## src/rtl/rxq_pkg.sv

```systemverilog
`timescale 1ns/1ps
package rxq_pkg;
  typedef enum logic [1:0] {
    IRQ_EACH_A = 2'b00,
    IRQ_EACH_B = 2'b01,
    IRQ_MOST   = 2'b10,
    IRQ_FULL   = 2'b11
  } irq_mode_e;
endpackage

```

## src/rtl/rxq_store.sv

```systemverilog
`timescale 1ns/1ps
module rxq_store #(
  parameter int DW    = 8,
  parameter int DEPTH = 4
) (
  input  logic          clk,
  input  logic          rst,
  input  logic          wr_en,
  input  logic [DW-1:0] wr_data,
  input  logic          rd_en,
  output logic [DW-1:0] head_data
);
  localparam int AW = (DEPTH > 1) ? $clog2(DEPTH) : 1;
  localparam logic [AW-1:0] PTR_LAST = AW'(DEPTH - 1);

  logic [AW-1:0] wr_ptr, rd_ptr;
  logic [DW-1:0] slot [DEPTH];

  // Each slot loads only when the write pointer selects it.
  for (genvar i = 0; i < DEPTH; i++) begin : g_slot
    always_ff @(posedge clk) begin
      if (rst)
        slot[i] <= '0;
      else if (wr_en && wr_ptr == AW'(i))
        slot[i] <= wr_data;
    end
  end

  always_ff @(posedge clk) begin
    if (rst) begin
      wr_ptr <= '0;
      rd_ptr <= '0;
    end else begin
      if (wr_en) wr_ptr <= (wr_ptr == PTR_LAST) ? '0 : wr_ptr + 1'b1;
      if (rd_en) rd_ptr <= (rd_ptr == PTR_LAST) ? '0 : rd_ptr + 1'b1;
    end
  end

  assign head_data = slot[rd_ptr];
endmodule

```

## src/rtl/rxq_level.sv

```systemverilog
`timescale 1ns/1ps
module rxq_level #(
  parameter int DEPTH = 4,
  localparam int LW   = $clog2(DEPTH + 1)
) (
  input  logic          clk,
  input  logic          rst,
  input  logic          push,
  input  logic          pop,
  output logic [LW-1:0] level_q,
  output logic [LW-1:0] level_nxt,
  output logic          full,
  output logic          empty
);
  always_comb begin
    case ({push, pop})
      2'b10:   level_nxt = level_q + 1'b1;
      2'b01:   level_nxt = level_q - 1'b1;
      default: level_nxt = level_q;
    endcase
  end

  always_ff @(posedge clk) begin
    if (rst) level_q <= '0;
    else     level_q <= level_nxt;
  end

  assign full  = (level_q == LW'(DEPTH));
  assign empty = (level_q == '0);
endmodule

```

## src/rtl/rxq_irq.sv

```systemverilog
`timescale 1ns/1ps
module rxq_irq
  import rxq_pkg::*;
#(
  parameter int DEPTH = 4,
  localparam int LW   = $clog2(DEPTH + 1)
) (
  input  logic          clk,
  input  logic          rst,
  input  logic          push,
  input  logic          drop,
  input  logic [LW-1:0] level_nxt,
  input  logic [1:0]    mode,
  input  logic          irq_clr,
  input  logic          ovr_clr,
  output logic          irq_flag,
  output logic          overrun
);
  localparam logic [LW-1:0] THR_ANY  = LW'(1);
  localparam logic [LW-1:0] THR_MOST = LW'(DEPTH - 1);
  localparam logic [LW-1:0] THR_FULL = LW'(DEPTH);

  logic [LW-1:0] thr;
  logic          hit;

  always_comb begin
    case (irq_mode_e'(mode))
      IRQ_MOST: thr = THR_MOST;
      IRQ_FULL: thr = THR_FULL;
      default:  thr = THR_ANY;
    endcase
  end

  assign hit = push && (level_nxt >= thr);

  // A new event takes priority over a clear in the same cycle.
  always_ff @(posedge clk) begin
    if (rst) begin
      irq_flag <= 1'b0;
      overrun  <= 1'b0;
    end else begin
      if (hit)          irq_flag <= 1'b1;
      else if (irq_clr) irq_flag <= 1'b0;
      if (drop)         overrun  <= 1'b1;
      else if (ovr_clr) overrun  <= 1'b0;
    end
  end
endmodule

```

## src/rtl/rxq_top.sv

```systemverilog
`timescale 1ns/1ps
module rxq_top #(
  parameter int DW    = 8,
  parameter int DEPTH = 4
) (
  input  logic          clk,
  input  logic          rst,
  input  logic          in_valid,
  input  logic [DW-1:0] in_data,
  input  logic          shift_busy,
  input  logic          rd_ready,
  output logic [DW-1:0] rd_data,
  output logic          rd_valid,
  input  logic [1:0]    irq_mode,
  input  logic          irq_clr,
  input  logic          ovr_clr,
  output logic          irq_flag,
  output logic          overrun,
  output logic          rx_idle
);
  localparam int LW = $clog2(DEPTH + 1);

  logic [LW-1:0] level_q, level_nxt;
  logic          full, empty, pop, push, drop;
  logic [DW-1:0] head_data, last_q;

  assign pop  = rd_ready && !empty;
  assign push = in_valid && (!full || pop);
  assign drop = in_valid && full && !pop;

  rxq_store #(.DW(DW), .DEPTH(DEPTH)) u_store (
    .clk(clk), .rst(rst), .wr_en(push), .wr_data(in_data),
    .rd_en(pop), .head_data(head_data)
  );

  rxq_level #(.DEPTH(DEPTH)) u_level (
    .clk(clk), .rst(rst), .push(push), .pop(pop),
    .level_q(level_q), .level_nxt(level_nxt), .full(full), .empty(empty)
  );

  rxq_irq #(.DEPTH(DEPTH)) u_irq (
    .clk(clk), .rst(rst), .push(push), .drop(drop), .level_nxt(level_nxt),
    .mode(irq_mode), .irq_clr(irq_clr), .ovr_clr(ovr_clr),
    .irq_flag(irq_flag), .overrun(overrun)
  );

  // Keeps the last character read, shown on rd_data while the queue is empty.
  always_ff @(posedge clk) begin
    if (rst)      last_q <= '0;
    else if (pop) last_q <= head_data;
  end

  assign rd_data  = empty ? last_q : head_data;
  assign rd_valid = !empty;
  assign rx_idle  = !shift_busy;
endmodule

```

## config.mk

```make
export PLATFORM = sky130hd
export DESIGN_NAME = rxq_top
export DESIGN_NICKNAME = d
export VERILOG_FILES = /design/src/rtl/rxq_pkg.sv /design/src/rtl/rxq_store.sv /design/src/rtl/rxq_level.sv /design/src/rtl/rxq_irq.sv /design/src/rtl/rxq_top.sv
export SDC_FILE = /design/constraint.sdc
export NUM_CORES = 1
export LEC_CHECK = 0
export BUFFER_PORTS_ARGS = -buffer_cell sky130_fd_sc_hd__clkbuf_2
export CORE_MARGIN = 2
export CORE_UTILIZATION = 52
export CTS_CLUSTER_DIAMETER = 40
export DETAILED_ROUTE_END_ITERATION = 12
export MAX_ROUTING_LAYER = met4
export PLACE_DENSITY_LB_ADDON = 0.3
export SETUP_SLACK_MARGIN = 0.15
export SYNTH_ARGS = -nofsm -noshare
export SYNTH_HDL_FRONTEND = slang
export SYNTH_HIERARCHICAL = 1
export SYNTH_SLANG_ARGS = --single-unit
export TNS_END_PERCENT = 5
```

## constraint.sdc

```tcl
create_clock -name clk -period 2.9 [get_ports clk]
set_clock_uncertainty 0.1 [all_clocks]
set_input_delay 0.29 -clock clk [delete_from_list [all_inputs] [get_ports clk]]
set_output_delay 0.29 -clock clk [all_outputs]
set_load 0.02 [all_outputs]
```

* After elaboration in Yosys (flattened, before gate mapping)
Memory sizes are Yosys's and may differ from the RTL's. A register that Yosys moved wholly into a read port is not among the register bits.
Cells that the tools add are included.
** Storage, ports and cells
- Logic and storage cells :: 72
- Bits in registers :: 17
- Input port bits :: 17
- Output and inout port bits :: 12
- Memory bits (writable) :: 32
- Memories :: 1
** Cells by class
- Reduce and logical (&&, ||, !) cells :: 18
- Add/sub/neg operators :: 4
- Multiplexer cells :: 29
- Bitwise logic cells :: 4
- Eq/ne operators :: 9
- $lt $le $gt $ge :: 1
** Memories
- u_store.slot :: words 4, bits a word 8, rd ports 1, clocked after Yosys merged registers in 1, write ports 4, RTL line rxq_store.sv:17 : logic [DW-1:0] slot [DEPTH];
** Operators with widths (count)
- $mux 8 :: 5
- $mux 1 :: 18
- $eq 2x2->1 const B :: 6
- $pmux 3 s2 :: 2
- $logic_and 1x1->1 :: 9
- $mux 2 :: 4
- $add 2x1->2 const B :: 2
- $eq 2x1->1 const B :: 2
- $logic_not 1->1 :: 4
- $or 1x1->1 :: 4
- $reduce_bool 2->1 :: 2
- $add 3x1->3 const B :: 1
- $eq 3x3->1 const B :: 1
- $ge 3x3->1 :: 1
- $logic_not 3->1 :: 1
- $sub 3x1->3 const B :: 1
- $logic_not 2->1 :: 1
- $logic_or 1x1->1 :: 1

* Logic depth before layout (Yosys ltp)
- Depth after elaboration :: 10
- Mapped depth :: 14
- Mapped depth without buffers :: 14

* Cells and area by module
Netlist, hierarchy kept.
** Modules (own cells, without submodules)
- rxq_store :: area each 1637.8 um^2, times used 1, sequential area each 1081.0 um^2, cells an instance 115
- rxq_top :: area each 546.8 um^2, times used 1, sequential area each 160.2 um^2, cells an instance 48
- rxq_level :: area each 197.7 um^2, times used 1, sequential area each 60.1 um^2, cells an instance 22
- rxq_irq :: area each 142.6 um^2, times used 1, sequential area each 40.0 um^2, cells an instance 17

* Worst setup path after synthesis
Ideal clock, no wire load.
- Kind :: flip-flop to flip-flop
- From :: register u_level.level_q[1]
- To :: register u_irq.irq_flag
- Setup time :: 126 ps
- Buffers on the path :: 0
- Data required time :: 2674 ps
- Clock period less this slack :: 3103 ps
- Cell stages (with the launch flop) :: 15
- Data arrival time :: 2877 ps
- Setup slack :: -203 ps
- Cells stage by stage :: dfxtp_1 -> nor3_1 -> nand2b_4 -> a21boi_0 -> inv_1 -> ha_1 -> inv_1 -> fa_1 -> xor2_1 -> nor2_2 -> xor2_1 -> ha_1 -> a21o_1 -> a31oi_1 -> o32ai_1
** Between the ends
- Longest elaborated chain between the ends :: 10
- Elaborated cells on any way between the ends :: 16
- Classes of those cells :: add/sub: 2; order compare: 1; eq/ne: 3; mux: 2; reduce/logical: 8
** Ends and longest elaborated chain
- start: declaration :: RTL line rxq_level.sv:10 : output logic [LW-1:0] level_q,
- start signal: assignment :: RTL line rxq_level.sv:25 : else level_q <= level_nxt;
- $logic_not 3->1 * :: RTL line rxq_level.sv:29 : assign empty = (level_q == '0);
- via empty :: RTL line rxq_top.sv:24 : logic full, empty, pop, push, drop;
- $logic_not 1->1 * :: RTL line rxq_top.sv:27 : assign pop = rd_ready && !empty;
- $logic_and 1x1->1 * :: RTL line rxq_top.sv:27
- $logic_or 1x1->1 * :: RTL line rxq_top.sv:28 : assign push = in_valid && (!full || pop);
- $logic_and 1x1->1 * :: RTL line rxq_top.sv:28
- via push :: RTL line rxq_top.sv:24
- $eq 2x1->1 or $eq 2x2->1 (tied branches) :: RTL line rxq_level.sv:16 : case ({push, pop})
- $pmux 3 s2 * :: RTL line rxq_level.sv:16
- via level_nxt[2] :: RTL line rxq_top.sv:23 : logic [LW-1:0] level_q, level_nxt;
- $ge 3x3->1 * :: RTL line rxq_irq.sv:34 : assign hit = push && (level_nxt >= thr);
- $logic_and 1x1->1 * :: RTL line rxq_irq.sv:34
- $mux 1 or $reduce_bool 2->1 (tied branches)
- end signal: assignment :: RTL line rxq_irq.sv:39 : irq_flag <= 1'b0;
- end signal: assignment :: RTL line rxq_irq.sv:42 : if (hit) irq_flag <= 1'b1;
- end signal: assignment :: RTL line rxq_irq.sv:43 : else if (irq_clr) irq_flag <= 1'b0;
- end: declaration :: RTL line rxq_irq.sv:16 : output logic irq_flag,
Mark *: on every way through the listed nets, which the timed path passes. The rest lies on a longest branch.
A chain may end at the register's enable or synchronous reset.

* Final worst setup path
Ends and elaborated chain as after synthesis.

==> impl_metrics.csv <==
group,metric,value,unit
yosys,syn_avg_cell_area,12.5,sq um
critical_path,worstSetupStartpointType,"flip-flop",
drt,vias,1584,
clock_tree,htreeDepth,2,
sta,min_period,2.75,ns
power,p_per_area,880,nW/um^2
drt,drc,0,
power,ir_drop,0.405,mV
yosys,yosysSeqAreaShare,53.1,%
placement,dp_slack,0.124,ns
clock_tree,cts_root_buf,"clkbuf_8",
clock_tree,cts_sinks,51,
final_layout,final_util,61.8,%
sta,rsz0062_at_grt,"yes",
run_status,status,"finished clean",
yosys,async_flop_share,0,%
critical_path,crit_type,"reg2reg",
critical_path,arrival,2.82,ns
drt,routed_via_density,5.37,
clock_tree,clk_path_buf_depth,2,
sta,fin_setup_tns,0,ns
yosys,synth_edf_count,32,
sta,fin_crit_sh,94.9,%
global_route,grt_pass1_wl,6980,um
placement,io_buffers,28,
floorplan,die_h,73.7,um
final_layout,syn2layout_area_growth,14.9,%
final_layout,n_antenna_cell,0,
floorplan,die-area,5430,sq um
clock_tree,cts_tree,"yes",
floorplan,start_util,53.8,%
yosys,yosysWarnings,6,
clock_tree,hold_buffers,0,
critical_path,worstPathMaxFanout,3,
drt,totalWireLength,4340,um
drt,wl_per_cell,14.7,um
final_layout,drive_gt1_share,33.2,%
clock_tree,clk_pin_slew,0.09,ns
min_path,worstHoldPathType,"in2reg",
sta,finalHoldViolations,0,
global_route,grt_start_max_net_pins,40,
drt,first_iter_violations,58,
final_layout,nets,267,
sta,fin_ws,0.147,ns
clock_tree,cts_made_buffers,5,
critical_path,critPathRequiredTime,2.97,ns
drt,ant_nets,0,
clock_tree,insertion_delay,0.30,ns
yosys,ys.flop_type,"edfxtp_1",
yosys,synthDistinctLibCells,33,
sta,tightest_slew,0.636,ns
global_route,grt_usage,17.8,%
floorplan,core,4690,sq um
floorplan,ios,29,
sta,drv_slew,0,
drt,dr.pass1.iters,4,
sta,max_freq,0.363,GHz
yosys,netlist_area,2520,sq um
placement,hpwl,2990,um
floorplan,die_w,73.7,um
sta,timing.max_slew.rel_slack,57.6,%
yosys,yosys_register_bits,51,
global_route,grt_pass1_vias,1523,
flow_run,maxCapViolCount,0,
global_route,antenna_found_initial,0,
sta,setup_viol,0,
yosys,synthesis.nets,229,
placement,place.gp.congestion,0.744,
yosys,syn_inst,202,
critical_path,crit_path_end_kind,"flip-flop",
global_route,overflow,0,
floorplan,rows,25,
power,power_leakage,1.19,nW
area by class of cell:
class	instances	area, sq um
clock buffers	5	68.8
inverters	12	47.5
repair buffers	37	208
clock inverters	3	46.3
fillers	387	1790
multi-input cells	133	1110
flip-flops and latches	51	1350
well taps	54	67.6
critical path: stages (launching register included):
cell,delay (ns)
dfxtp_4,0.36
nor3_4,0.18
nand2b_4,0.16
a21boi_2,0.07
inv_1,0.06
ha_2,0.17
inv_1,0.05
fa_2,0.33
xor2_1,0.15
nor2_2,0.15
xor2_1,0.17
ha_1,0.26
a21o_1,0.16
a31oi_1,0.15
o32ai_1,0.10
metrics by stage:
step	area [sq um]	hold slack [ns]	instances	power, W
final	2900	0.0873	295	0.00255
after CTS	2860	0.0889	291	0.00253
after floorplan	2550	0.262	202	0.00181
after global routing	2900	0.0878	295	0.00271
after detailed placement	2740	0.368	282	0.00202
after global placement	2740	0.362	282	0.00200
cells in the mapped netlist, drive strengths merged, types with 4 or more instances:
cell type | instances | area (sq um)
dfxtp | 19 | 380
nand2b | 26 | 170
nand4bb | 8 | 90.1
o21ai | 9 | 75.1
mux2 | 9 | 135
edfxtp | 32 | 961
nor2 | 37 | 141
inv | 12 | 47.6
ha | 9 | 113
buf | 4 | 35.0
mux4 | 8 | 180
nand2 | 6 | 22.5
cells by family (layout without fill, tap and decap cells):
kind of cell	after synthesis	in the layout	share of synthesized area (%)
adder cells (fa/ha/maj)	10	10	5.25
AND/OR/NAND/NOR	85	85	18.9
flip-flops	51	51	53.1
buffers and inverters	18	57	3.62
XOR/XNOR	3	3	1.04
multiplexers	19	19	13.3
AO/OA/AOI/OAI	16	16	4.76
sequential cells by signal (all words and copies together) (netlist names), named ones only:
register	flops
u_store/slot	32
u_irq/irq_flag	1
u_level/level_q	3
u_store/wr_ptr	2
u_irq/overrun	1
u_store/rd_ptr	2
last_q	8
cell usage in the layout (no fill, tap or decap), types with 2 or more instances in the layout:
master and n:
a21oi_1 3, and3_1 2, buf_4 9, clkbuf_2 28
clkbuf_8 5, dfxtp_1 16, dfxtp_4 2, edfxtp_1 32
ha_1 8, inv_1 11, mux2_4 9, mux2i_1 2
mux4_2 8, nand2_1 6, nand2b_1 25, nand4bb_1 8
nor2_1 36, nor2b_1 3, o21ai_2 8, or3b_1 2
xor2_1 2
path summary, 6_finish.rpt:
check / start / endpoint / slack, ns / cells after the start
max: u_level/level_q[1]$_SDFF_PP0_ / u_irq/irq_flag$_SDFFE_PP0P_ / 0.15 / 14
min reg2reg: last_q[6]$_SDFFE_PP0P_ / last_q[6]$_SDFFE_PP0P_ / 0.38 / 2
max reg2reg: u_level/level_q[1]$_SDFF_PP0_ / u_irq/irq_flag$_SDFFE_PP0P_ / 0.15 / 14
min: irq_clr / u_irq/irq_flag$_SDFFE_PP0P_ / 0.09 / 2
power by group:
part,internal [W],total [W],switching (W)
Clock,0.000260,0.000494,0.000234
Sequential,0.000894,0.000985,0.0000915
Combinational,0.000549,0.00107,0.000525
Total,0.00170,0.00255,0.000851
per-layer routing:
metal	vias to the layer above	part of all wire, %	track usage (%)
met3	9	3.0	3.84
met5	-	0	-
met2	29	50	28.8
li1	784	-	-
met4	0	2.1	6.06
met1	762	44	22.3
what timing repair did:
| action | CTS | global route |
|---|---|---|
| resized for setup | 0 | 4 |
| pin swaps | 1 | 7 |
| endpoints found under the setup margin | 1 | 1 |
| setup buffers | 1 | 4 |
No activity file was read; power rests on OpenSTA's default activity.
